File: src/rtl/edc_diag_pkg.sv
package edc_diag_pkg;

  typedef enum logic [2:0] {
    MD_ERRDATA = 3'b000,
    MD_DIAG    = 3'b001,
    MD_GENDET  = 3'b010,
    MD_NORMAL  = 3'b011,
    MD_INJECT  = 3'b100
  } edc_mode_e;

  localparam int CFG_W     = 7;
  localparam int BIT_CLR   = 3;
  localparam int BIT_PAR   = 4;
  localparam int BIT_RDM   = 5;
  localparam int BIT_DUAL  = 6;
  localparam int DSEL_W    = 3;
  localparam int ETYPE_W   = 2;

  localparam logic [ETYPE_W-1:0] ET_NONE   = 2'b00;
  localparam logic [ETYPE_W-1:0] ET_SINGLE = 2'b01;
  localparam logic [ETYPE_W-1:0] ET_MULTI  = 2'b10;

  typedef struct packed {
    logic       dual_fifo;
    logic       rd_mode;
    logic       par_even;
    logic [2:0] mode;
  } mode_cfg_t;

endpackage

File: src/rtl/edc_mode_reg.sv
module edc_mode_reg
  import edc_diag_pkg::*;
(
  input  logic             clk,
  input  logic             rst_n,
  input  logic             mode_en,
  input  logic [CFG_W-1:0] wr_bits,
  output mode_cfg_t        cfg_o,
  output logic             clr_o
);

  mode_cfg_t cfg_q, cfg_d;

  always_comb begin
    cfg_d = cfg_q;
    if (mode_en) begin
      cfg_d.mode      = wr_bits[2:0];
      cfg_d.par_even  = wr_bits[BIT_PAR];
      cfg_d.rd_mode   = wr_bits[BIT_RDM];
      cfg_d.dual_fifo = wr_bits[BIT_DUAL];
    end
  end

  always_ff @(posedge clk or negedge rst_n) begin
    if (!rst_n) cfg_q <= '0;
    else        cfg_q <= cfg_d;
  end

  assign cfg_o = cfg_q;
  assign clr_o = mode_en & wr_bits[BIT_CLR];

  // register holds when not enabled
  a_r1_hold: assert property (@(posedge clk) disable iff (!rst_n)
    !mode_en |=> $stable(cfg_q));
  // mode field follows the bus on an enabled write
  a_r1_load: assert property (@(posedge clk) disable iff (!rst_n)
    mode_en |=> cfg_q.mode == $past(wr_bits[2:0]));

endmodule

File: src/rtl/edc_err_capture.sv
module edc_err_capture
  import edc_diag_pkg::*;
#(
  parameter int DATA_W = 64,
  parameter int CHK_W  = 8,
  parameter int CNT_W  = 8
) (
  input  logic               clk,
  input  logic               rst_n,
  input  logic               clr,
  input  logic               inj_mode,
  input  logic               chk_load,
  input  logic [CHK_W-1:0]   ld_chk,
  input  logic               rd_valid,
  input  logic [DATA_W-1:0]  rd_data,
  input  logic [CHK_W-1:0]   rd_chk,
  input  logic [CHK_W-1:0]   gen_chk,
  output logic               err_n,
  output logic               merr_n,
  output logic [CHK_W-1:0]   inj_q,
  output logic [CHK_W-1:0]   dchk_q,
  output logic [CHK_W-1:0]   syn_q,
  output logic [CNT_W-1:0]   cnt_q,
  output logic [ETYPE_W-1:0] type_q,
  output logic [DATA_W-1:0]  edata_q
);

  localparam logic [CNT_W-1:0] CNT_MAX = '1;
  localparam logic [CNT_W-1:0] CNT_ONE = CNT_W'(1);

  logic [CHK_W-1:0]   eff_chk, syn;
  logic               is_err, is_multi;
  logic               seen_q, seen_d, err_n_d, merr_n_d;
  logic [CHK_W-1:0]   inj_d, dchk_d, syn_d;
  logic [CNT_W-1:0]   cnt_d;
  logic [ETYPE_W-1:0] type_d;
  logic [DATA_W-1:0]  edata_d;

  assign eff_chk  = inj_mode ? inj_q : rd_chk;
  assign syn      = eff_chk ^ gen_chk;
  assign is_err   = rd_valid && (syn != '0);
  assign is_multi = is_err && (inj_mode || !(^syn));

  always_comb begin
    inj_d    = inj_q;
    dchk_d   = dchk_q;
    syn_d    = syn_q;
    cnt_d    = cnt_q;
    type_d   = type_q;
    edata_d  = edata_q;
    seen_d   = seen_q;
    err_n_d  = err_n;
    merr_n_d = merr_n;
    if (clr) begin
      inj_d    = '0;
      dchk_d   = '0;
      syn_d    = '0;
      cnt_d    = '0;
      type_d   = ET_NONE;
      edata_d  = '0;
      seen_d   = 1'b0;
      err_n_d  = 1'b1;
      merr_n_d = 1'b1;
    end else begin
      if (chk_load && inj_mode) inj_d = ld_chk;
      if (rd_valid) begin
        err_n_d  = !is_err;
        merr_n_d = !is_multi;
      end
      if (is_err) begin
        syn_d  = syn;
        dchk_d = eff_chk;
        type_d = is_multi ? ET_MULTI : ET_SINGLE;
        if (cnt_q != CNT_MAX) cnt_d = cnt_q + CNT_ONE;
        if (!seen_q) begin
          edata_d = rd_data;
          seen_d  = 1'b1;
        end
      end
    end
  end

  always_ff @(posedge clk or negedge rst_n) begin
    if (!rst_n) begin
      inj_q   <= '0;
      dchk_q  <= '0;
      syn_q   <= '0;
      cnt_q   <= '0;
      type_q  <= ET_NONE;
      edata_q <= '0;
      seen_q  <= 1'b0;
      err_n   <= 1'b1;
      merr_n  <= 1'b1;
    end else begin
      inj_q   <= inj_d;
      dchk_q  <= dchk_d;
      syn_q   <= syn_d;
      cnt_q   <= cnt_d;
      type_q  <= type_d;
      edata_q <= edata_d;
      seen_q  <= seen_d;
      err_n   <= err_n_d;
      merr_n  <= merr_n_d;
    end
  end

  // multi-bit flag implies error flag
  a_r4_merr_with_err: assert property (@(posedge clk) disable iff (!rst_n)
    !merr_n |-> !err_n);
  // flags move only on a read strobe or a clear
  a_r4_flags_hold: assert property (@(posedge clk) disable iff (!rst_n)
    (!rd_valid && !clr) |=> ($stable(err_n) && $stable(merr_n)));
  // clear empties the diagnostic state
  a_r3_clear_all: assert property (@(posedge clk) disable iff (!rst_n)
    clr |=> (cnt_q == '0 && edata_q == '0 && syn_q == '0 && inj_q == '0
             && type_q == ET_NONE && err_n && merr_n));
  // captured word is frozen after the first error
  a_r6_first_only: assert property (@(posedge clk) disable iff (!rst_n)
    (seen_q && !clr) |=> $stable(edata_q));
  // count never wraps
  a_r8_saturate: assert property (@(posedge clk) disable iff (!rst_n)
    (cnt_q == CNT_MAX && !clr) |=> cnt_q == CNT_MAX);
  // latch only moves in injection mode
  a_r5_latch_guard: assert property (@(posedge clk) disable iff (!rst_n)
    (!inj_mode && !clr) |=> $stable(inj_q));
  // no read strobe leaves the syndrome record alone
  a_r7_syn_hold: assert property (@(posedge clk) disable iff (!rst_n)
    (!rd_valid && !clr) |=> $stable(syn_q));

endmodule

File: src/rtl/edc_readback.sv
module edc_readback
  import edc_diag_pkg::*;
#(
  parameter int DATA_W = 64,
  parameter int CHK_W  = 8,
  parameter int CNT_W  = 8,
  parameter int SD_W   = 16
) (
  input  mode_cfg_t          cfg,
  input  logic [DSEL_W-1:0]  sel,
  input  logic [DATA_W-1:0]  edata,
  input  logic [CHK_W-1:0]   inj,
  input  logic [CHK_W-1:0]   dchk,
  input  logic [CHK_W-1:0]   syn,
  input  logic [CNT_W-1:0]   cnt,
  input  logic [ETYPE_W-1:0] etype,
  output logic [SD_W-1:0]    sd_out
);

  localparam int NSLICE = DATA_W / SD_W;
  localparam int SLW    = (NSLICE > 1) ? $clog2(NSLICE) : 1;

  logic [SD_W-1:0] slices [NSLICE];
  logic [SD_W-1:0] img, diag_word;

  for (genvar g = 0; g < NSLICE; g++) begin : g_slice
    assign slices[g] = edata[g*SD_W +: SD_W];
  end

  always_comb begin
    img = '0;
    img[2:0]      = cfg.mode;
    img[BIT_PAR]  = cfg.par_even;
    img[BIT_RDM]  = cfg.rd_mode;
    img[BIT_DUAL] = cfg.dual_fifo;
  end

  always_comb begin
    diag_word = '0;
    case (sel)
      3'd0:    diag_word[CHK_W-1:0]   = inj;
      3'd1:    diag_word[CHK_W-1:0]   = dchk;
      3'd2:    diag_word[CHK_W-1:0]   = syn;
      3'd3:    diag_word[CNT_W-1:0]   = cnt;
      3'd4:    diag_word[ETYPE_W-1:0] = etype;
      default: diag_word = '0;
    endcase
  end

  always_comb begin
    sd_out = '0;
    if (cfg.rd_mode)                sd_out = img;
    else if (cfg.mode == MD_ERRDATA) sd_out = slices[sel[SLW-1:0]];
    else if (cfg.mode == MD_DIAG)    sd_out = diag_word;
  end

endmodule

File: src/rtl/edc_diag_ctrl.sv
module edc_diag_ctrl
  import edc_diag_pkg::*;
#(
  parameter int DATA_W = 64,
  parameter int CHK_W  = 8,
  parameter int CNT_W  = 8,
  parameter int SD_W   = 16
) (
  input  logic              clk,
  input  logic              rst_n,
  input  logic              mode_en,
  input  logic [SD_W-1:0]   sd_in,
  input  logic              chk_load,
  input  logic [DSEL_W-1:0] diag_sel,
  input  logic              rd_valid,
  input  logic [DATA_W-1:0] rd_data,
  input  logic [CHK_W-1:0]  rd_chk,
  input  logic [CHK_W-1:0]  gen_chk,
  output logic [SD_W-1:0]   sd_out,
  output logic              err_n,
  output logic              merr_n,
  output logic              core_gen_en,
  output logic              core_correct_en,
  output logic              parity_even,
  output logic              fifo_dual
);

  logic [1:0]         rst_sync;
  logic               rst_int_n;
  mode_cfg_t          cfg;
  logic               clr;
  logic [CHK_W-1:0]   inj_q, dchk_q, syn_q;
  logic [CNT_W-1:0]   cnt_q;
  logic [ETYPE_W-1:0] type_q;
  logic [DATA_W-1:0]  edata_q;
  logic               unused_hi;

  always_ff @(posedge clk or negedge rst_n) begin
    if (!rst_n) rst_sync <= 2'b00;
    else        rst_sync <= {rst_sync[0], 1'b1};
  end
  assign rst_int_n = rst_sync[1];
  assign unused_hi = ^sd_in[SD_W-1:CFG_W];

  edc_mode_reg u_mode (
    .clk     (clk),
    .rst_n   (rst_int_n),
    .mode_en (mode_en),
    .wr_bits (sd_in[CFG_W-1:0]),
    .cfg_o   (cfg),
    .clr_o   (clr)
  );

  edc_err_capture #(.DATA_W(DATA_W), .CHK_W(CHK_W), .CNT_W(CNT_W)) u_cap (
    .clk      (clk),
    .rst_n    (rst_int_n),
    .clr      (clr),
    .inj_mode (cfg.mode == MD_INJECT),
    .chk_load (chk_load),
    .ld_chk   (sd_in[CHK_W-1:0]),
    .rd_valid (rd_valid),
    .rd_data  (rd_data),
    .rd_chk   (rd_chk),
    .gen_chk  (gen_chk),
    .err_n    (err_n),
    .merr_n   (merr_n),
    .inj_q    (inj_q),
    .dchk_q   (dchk_q),
    .syn_q    (syn_q),
    .cnt_q    (cnt_q),
    .type_q   (type_q),
    .edata_q  (edata_q)
  );

  edc_readback #(.DATA_W(DATA_W), .CHK_W(CHK_W), .CNT_W(CNT_W), .SD_W(SD_W)) u_rb (
    .cfg    (cfg),
    .sel    (diag_sel),
    .edata  (edata_q),
    .inj    (inj_q),
    .dchk   (dchk_q),
    .syn    (syn_q),
    .cnt    (cnt_q),
    .etype  (type_q),
    .sd_out (sd_out)
  );

  assign core_gen_en     = (cfg.mode == MD_GENDET) || (cfg.mode == MD_NORMAL)
                        || (cfg.mode == MD_INJECT);
  assign core_correct_en = (cfg.mode == MD_NORMAL);
  assign parity_even     = cfg.par_even;
  assign fifo_dual       = cfg.dual_fifo;

  // correction never runs without generation
  a_r2_correct_needs_gen: assert property (@(posedge clk) disable iff (!rst_int_n)
    core_correct_en |-> core_gen_en);
  // readback in non-readout modes stays quiet unless register image selected
  a_r11_quiet_bus: assert property (@(posedge clk) disable iff (!rst_int_n)
    (!cfg.rd_mode && core_gen_en) |-> sd_out == '0);

endmodule

File: config.mk
export PLATFORM = sky130hd
export DESIGN_NAME = edc_diag_ctrl
export DESIGN_NICKNAME = d
export VERILOG_FILES = /design/src/rtl/edc_diag_pkg.sv /design/src/rtl/edc_mode_reg.sv /design/src/rtl/edc_err_capture.sv /design/src/rtl/edc_readback.sv /design/src/rtl/edc_diag_ctrl.sv
export SDC_FILE = /design/constraint.sdc
export NUM_CORES = 1
export LEC_CHECK = 0
export CAP_MARGIN = 20
export CORE_MARGIN = 8
export CORE_UTILIZATION = 45
export CTS_BUF_LIST = sky130_fd_sc_hd__clkbuf_8 sky130_fd_sc_hd__clkbuf_16
export DETAILED_ROUTE_END_ITERATION = 7
export PLACE_DENSITY = 0.78
export SLEW_MARGIN = 20
export SYNTH_ARGS = -nofsm -noshare
export SYNTH_HDL_FRONTEND = slang
export SYNTH_SLANG_ARGS = --single-unit
File: constraint.sdc
create_clock -name clk -period 3 [get_ports clk]
set_input_delay 0.6 -clock clk [delete_from_list [all_inputs] [get_ports clk]]
set_output_delay 0.6 -clock clk [all_outputs]
set_load 0.03 [all_outputs]
# Yosys cells after proc, flatten, opt, wreduce, memory -nomap -nowiden
# Index checks and enable logic that the tools add are counted.
# classes
add_sub_neg	1
order_cmp	1
eq_ne	10
muxes	30
bitwise	3
n_reduce_logical	19
# ops
cell	count
$mux W64	3
$mux W8	11
$mux W16	4
$bmux W16 S2	1
$pmux W6 S4	1
$eq A3 B2 Y1 const B	4
$pmux W2 S5	1
$add A8 B1 Y8 const B	1
$ne A8 B8 Y1 const B	1
$reduce_bool A2 Y1	4
$reduce_bool A8 Y1	1
$reduce_xor A8 Y1	1
$xor A8 B8 Y8	1
$eq A3 B1 Y1 const B	2
$eq A3 B3 Y1 const B	2
$logic_not A3 Y1	2
$mux W1	6
$mux W2	3
$reduce_and A2 Y1	2
$ge A3 B3 Y1 const B	1
$logic_and A1 B1 Y1	3
$logic_not A1 Y1	3
$logic_or A1 B1 Y1	3
$not A2 Y3	1
2 further kinds	2
# totals
ff_bits	109
output_inout_bits	22

# Depth between registers and ports, before layout
# logic_depth
depth_word	10
depth_mapped	12

# By module
# From an unflattened synthesis, not the netlist that was laid out.
# unflattened
hier_cells	409
hier_area_um2	5352.6
# by_module_without_submodules
mod	n_inst	cells_per_inst	area_each_um2
edc_err_capture	1	319	4106.4
edc_readback	1	69	902.1
edc_mode_reg	1	14	259.0
edc_diag_ctrl	1	7	85.1

# Worst setup path before layout
# Ideal clock, no wire load.
# synth_path
path_kind	reg-to-reg
startpoint	reg u_mode.cfg_q (netlist bit u_mode.cfg_o[1])
endpoint	reg u_cap.syn_q[3]
setup_time_ns	0.094
arrival_ns	2.558
required_time_ns	2.906
setup_slack_ns	0.348
path_stages_with_launch	13
path_buffers	4
synth_period_minus_slack_ns	2.652
path_cell_list	dfrtp_1 > buf_2 > nor3b_4 > buf_6 > mux2i_1 > xor2_1 > ha_1 > nand4_1 > nand2_1 > buf_2 > buf_2 > nor2_1 > a211oi_1
# synth_between
elab_chain_cells	6
word_cells_on_any_way	8
classes_between	eq/ne: 1; mux: 3; bitwise: 1; reduce/logical: 3
# synth_lines
element	line	rtl
start: declaration	edc_mode_reg.sv:12	mode_cfg_t cfg_q, cfg_d;
start signal: assignment	edc_mode_reg.sv:26	else cfg_q <= cfg_d;
$eq A3 B3 Y1 (*)	edc_diag_ctrl.sv:58	.inj_mode (cfg.mode == MD_INJECT),
$mux W8 (*)	edc_err_capture.sv:39	assign eff_chk = inj_mode ? inj_q : rd_chk;
$xor A8 B8 Y8 (*)	edc_err_capture.sv:40	assign syn = eff_chk ^ gen_chk;
$reduce_bool A8 Y1	edc_err_capture.sv:41	assign is_err = rd_valid && (syn != '0);
$logic_and A1 B1 Y1	edc_err_capture.sv:41	
$reduce_bool A2 Y1 (no line)	--	
end signal: assignment	edc_err_capture.sv:97	syn_q <= syn_d;
end: declaration	edc_err_capture.sv:22	output logic [CHK_W-1:0] syn_q,
# Mark *: on every way between the ends. The rest lies on a longest branch, timed or not. The select of a mux whose other input is x is not followed.
# A chain may end at the register's enable or synchronous reset.

# Worst setup path in the final report
# layout_path
startpoint	in diag_sel[1]
endpoint	out sd_out[1]
# layout_between
elab_chain_cells	6
word_cells_on_any_way	13
classes_between	eq/ne: 4; mux: 7; bitwise: 1; reduce/logical: 1
# layout_lines
element	line	rtl
start: declaration	edc_diag_ctrl.sv:14	input logic [DSEL_W-1:0] diag_sel,
parallel branches: the longest is 4 deep, another holds $mux W8	--	
$mux W16 (*)	edc_readback.sv:53	else if (cfg.mode == MD_ERRDATA) sd_out = slices[sel[SLW-1:0]];
$mux W16 (*)	edc_readback.sv:52	if (cfg.rd_mode) sd_out = img;
end: declaration	edc_diag_ctrl.sv:19	output logic [SD_W-1:0] sd_out,
# Every way passes the cells marked *. The select of a mux whose other input is x is not followed.

==> summary.md <==
| Metric | Value |
|---|---|
| Final design utilization | slightly above 60% |
| Slew @ Worst Pin | about 1.0 ns |
| Vias | approximately 4.4k |
| HPWL after DPL | between 10 and 15 mm |
| Reg power frac | between 40% and 50% |
| Inst Count DP | slightly above 700 |
| Status | complete, no violations |
| Post-Layout Cell Count | about 730 |
| Rel. slew slack | a little under a third |
| Avg Vias per Cell | 5.950 |
| Area delta synth->final | 33.90% |
| Clock power share | 33.2% |
| Async SR Flop Fraction | between 90% and 100% |
| Combinational share of power | between 20% and 30% |
| Pwr/cell area | 544.0 mW/mm² |
| Number of synthesized flops with an enable pin | 0 |
| Ant. Diodes | 0 |
| Cell area after synthesis | 0.005355 mm² |
| CTS Buf Count | 9 |
| Hold-fix buffers, CTS | 0 |
| Cell Chain, Critical Path | clkdlybuf4s50_1 > buf_4 > buf_12 > buf_4 > mux4_2 > a22oi_1 > o21ai_0 > buf_4 |
| GRT Total Usage | 19.76% |
| Bufs on Longest Clock Path | 2 |
| Clk_lat worst skew | ~0.35 ns |
| Max-cap violations | 0 |
| Total Neg Setup Slack | 0 ns |
| Multiplexer share of the synthesized area | between 10% and 20% |
| First-pass GRT wire length | 24.72 mm |
| Final setup violation count | 0 |
| Sw frac | between 20 and 30% |
| Worst-path fanout max | 12 |
| DRC violations left | 0 |
| Filler cell count | approximately 900 |
| H-Tree Depth | 3 |
| FF-to-FF Start | u_mode.cfg_o[2] |
| Yosys warnings | 0 |
| Nets@finish | between 600 and 700 |
| Die area | about 0.016 mm² |
| Number of DRC violations after detailed-routing iteration 0 | between 500 and 600 |
| RSZ-0062 raised after global routing | false |
| Seq/Total Area, Yosys | slightly above 50% |
| Starting density of the core | approximately 45% |
| Die Span Y | roughly 130 µm |
| Initial antenna violation count | 0 |
| Skew final | roughly 0.0086 ns |
| Max Freq | ~340 MHz |
| Drt wl/cell | around 21 µm |
| Crit path from | diag_sel[1] |
| Startpoint of the worst hold path | rst_sync[0] |
| Largest family of logic cells by synthesized area | compound AO/OA/AOI/OAI gates |
| Site Rows | 40 |
| Synth area leader | dfrtp_1 |
| Crit path top cell by count | buf_4 |
| Synthesized area per cell | ~12 µm² |
| Critical path startpoint category | input port |
| Post-synthesis register bit count | between 100 and 150 |
| CP Data Arrival Time | 2.32 ns |
| Synth top area cells | dfrtp_1 50%, a22o_1 9.3%, mux4_2 9.3% |
| Port Buf Inserts | ~120 |
| Die X | around 130 µm |
| Largest net degree at the start of global routing | 58 |
| Final hold viol count | 0 |
| Pre-antenna DRT Iters | 7 |
| CTS tree | built |
| Root Driver | clkbuf_16 |
| Leak Pwr | approximately 3.1 nW |
| IO Pins | 126 |
| Internal power | around 2.8 mW |
| Clk slew on worst S/H paths | 0.07 ns |
| Worst-case vdd ir drop | 0.3062 mV |
| Post-DRT Antenna Nets | 0 |
| Final period util | a little over nine tenths |
| Total power | 3.901 mW |
| Compound-Gate Fraction of Synth Area | 18.90% |
| Placer Congestion | 0.8563 |
| Distinct cells, synth | between 40 and 50 |
| Max-slew violations | 0 |
| Share of cells above drive strength 1 | about 17% |
| Post-synth net total | around 560 |
| Synth Instances | approximately 450 |
| Clock sink total | 109 |
| Fin crit period | ~2.9 ns |
| HP Class | flop to flop |
| Adder-cell area share of the yosys netlist | under 10% |
| Max incr delay on CP | 0.46 ns |
| Kind of critical path | input port to primary output |
| Dominant synthesized flop cell | dfrtp_1 |
| GRT overflow | 0 |
| Core area | roughly 0.012 mm² |
| Vias in the first global route | around 4.6k |
| Routed WL | 15.46 mm |
| Post-synth top area share | about 50% |
| Required time of the critical path | approximately 2.4 ns |
| Slowest CP cell | clkdlybuf4s50_1 |
| Sw power | 1.077 mW |
| Xor and xnor fraction of the mapped netlist area | under 10% |
| CP Capture Type | primary output |
| Simple-gate share of the synthesized area | a little over a tenth |
-- worst max-delay path: cells and delay by family --
family / cells / cell delay [ns]
AOI/OAI and AO/OA: 2 / 0.29
buffers and inverters: 5 / 1.12
muxes: 1 / 0.30
-- stage by stage --
step | area [µm²] | setup WS [ns] | hold WS [ns]
final | 7171 | 0.08138 | 0.3571
after global routing | 7171 | 0.01869 | 0.3777
after CTS | 7162 | 0.08846 | 0.3597
after detailed placement | 6847 | -0.05586 | 0.3434
after global placement | 6847 | -0.07044 | 0.3403
after floorplan | 5356 | 0.3478 | 0.3044
-- cells in the mapped netlist, drive strengths merged (12+ instances only) --
| master | number |
|---|---|
| a211oi | 16 |
| a21oi | 14 |
| a22o | 57 |
| and2 | 12 |
| buf | 24 |
| clkbuf | 13 |
| dfrtp | 107 |
| mux2i | 13 |
| mux4 | 22 |
| nand2 | 42 |
| nor2 | 24 |
| o21ai | 32 |
-- registers in the layout, summed over array words and instances, names as in the netlist, 2 cells and up --
register / flops
u_cap.inj_q: 8
u_cap.cnt_q: 8
u_mode.cfg_o: 6
rst_sync: 2
u_cap.type_q: 2
u_cap.edata_q: 64
u_cap.dchk_q: 8
u_cap.syn_q: 8
-- worst paths after layout --
kind	endpoint	slack, ns	depth (start not counted)
worst min-delay path	rst_sync[1]	0.36	0
min in group asynchronous	u_cap.edata_q[40]	0.37	0
worst max-delay path	sd_out[1]	0.08	8
worst max register to register	u_cap.syn_q[4]	0.18	10
max in group asynchronous	u_cap.edata_q[23]	1.81	1
worst min register to register	rst_sync[1]	0.36	0
-- kinds of logic (layout without fill, tap and decap cells) --
logic type	count (synthesis)	count (layout)
fa+ha+maj	5	5
flops	109	109
compound gates	137	137
xor+xnor	11	11
other cells	1	1
simple gates	110	110
mux	39	39
buf+inv	42	175
-- what timing repair did --
| item | CTS | global route |
|---|---|---|
| setup endpoints to repair | 6 | 2 |
| buffers inserted | 0 | 0 |
| gates resized for setup | 6 | 2 |
-- power groups by stage --
stage | Sequential (mW) | Combinational [mW] | Clock (mW)
6_report | 1.78 | 0.827 | 1.30
5_1_grt | 1.80 | 0.895 | 1.36
4_1_cts | 1.77 | 0.830 | 1.31
3_5_place_dp | 1.80 | 0.825 | 0
3_3_place_gp | 1.79 | 0.802 | 0
2_1_floorplan | 1.78 | 0.468 | 0
-- layout by cell type, fill, tap and decap left out, drive strengths merged, types with 9 or more instances in the layout --
master	Yosys	routed
dfrtp	107	107
clkdlybuf4s50	0	100
a22o	57	57
buf	24	48
nand2	42	42
o21ai	32	32
nor2	24	24
mux4	22	22
a211oi	16	16
a21oi	14	14
mux2i	13	13
and2	12	12
clkbuf	13	9
nor3b	9	9
inv	5	9
-- layer usage --
layer | vias up | part of all wire (%) | global-route usage, %
li1 | 1956 | - | -
met1 | 2204 | 42 | 24.99
met2 | 182 | 50 | 33.14
met3 | 25 | 5.6 | 3.357
met4 | 0 | 2.4 | 7.736
met5 | - | 0 | 0
-- area by class of cell --
class	count	area [µm²]	share of cell area, %
sequential	109	2734	38.13
multi-input combinational	303	2425	33.82
timing repair buffer	154	1486	20.73
clock buffer	9	225.2	3.141
tap	147	183.9	2.565
clock inverter	7	97.59	1.361
inverter	5	18.77	0.2617
Note: power is estimated with default switching activity, not from simulation.
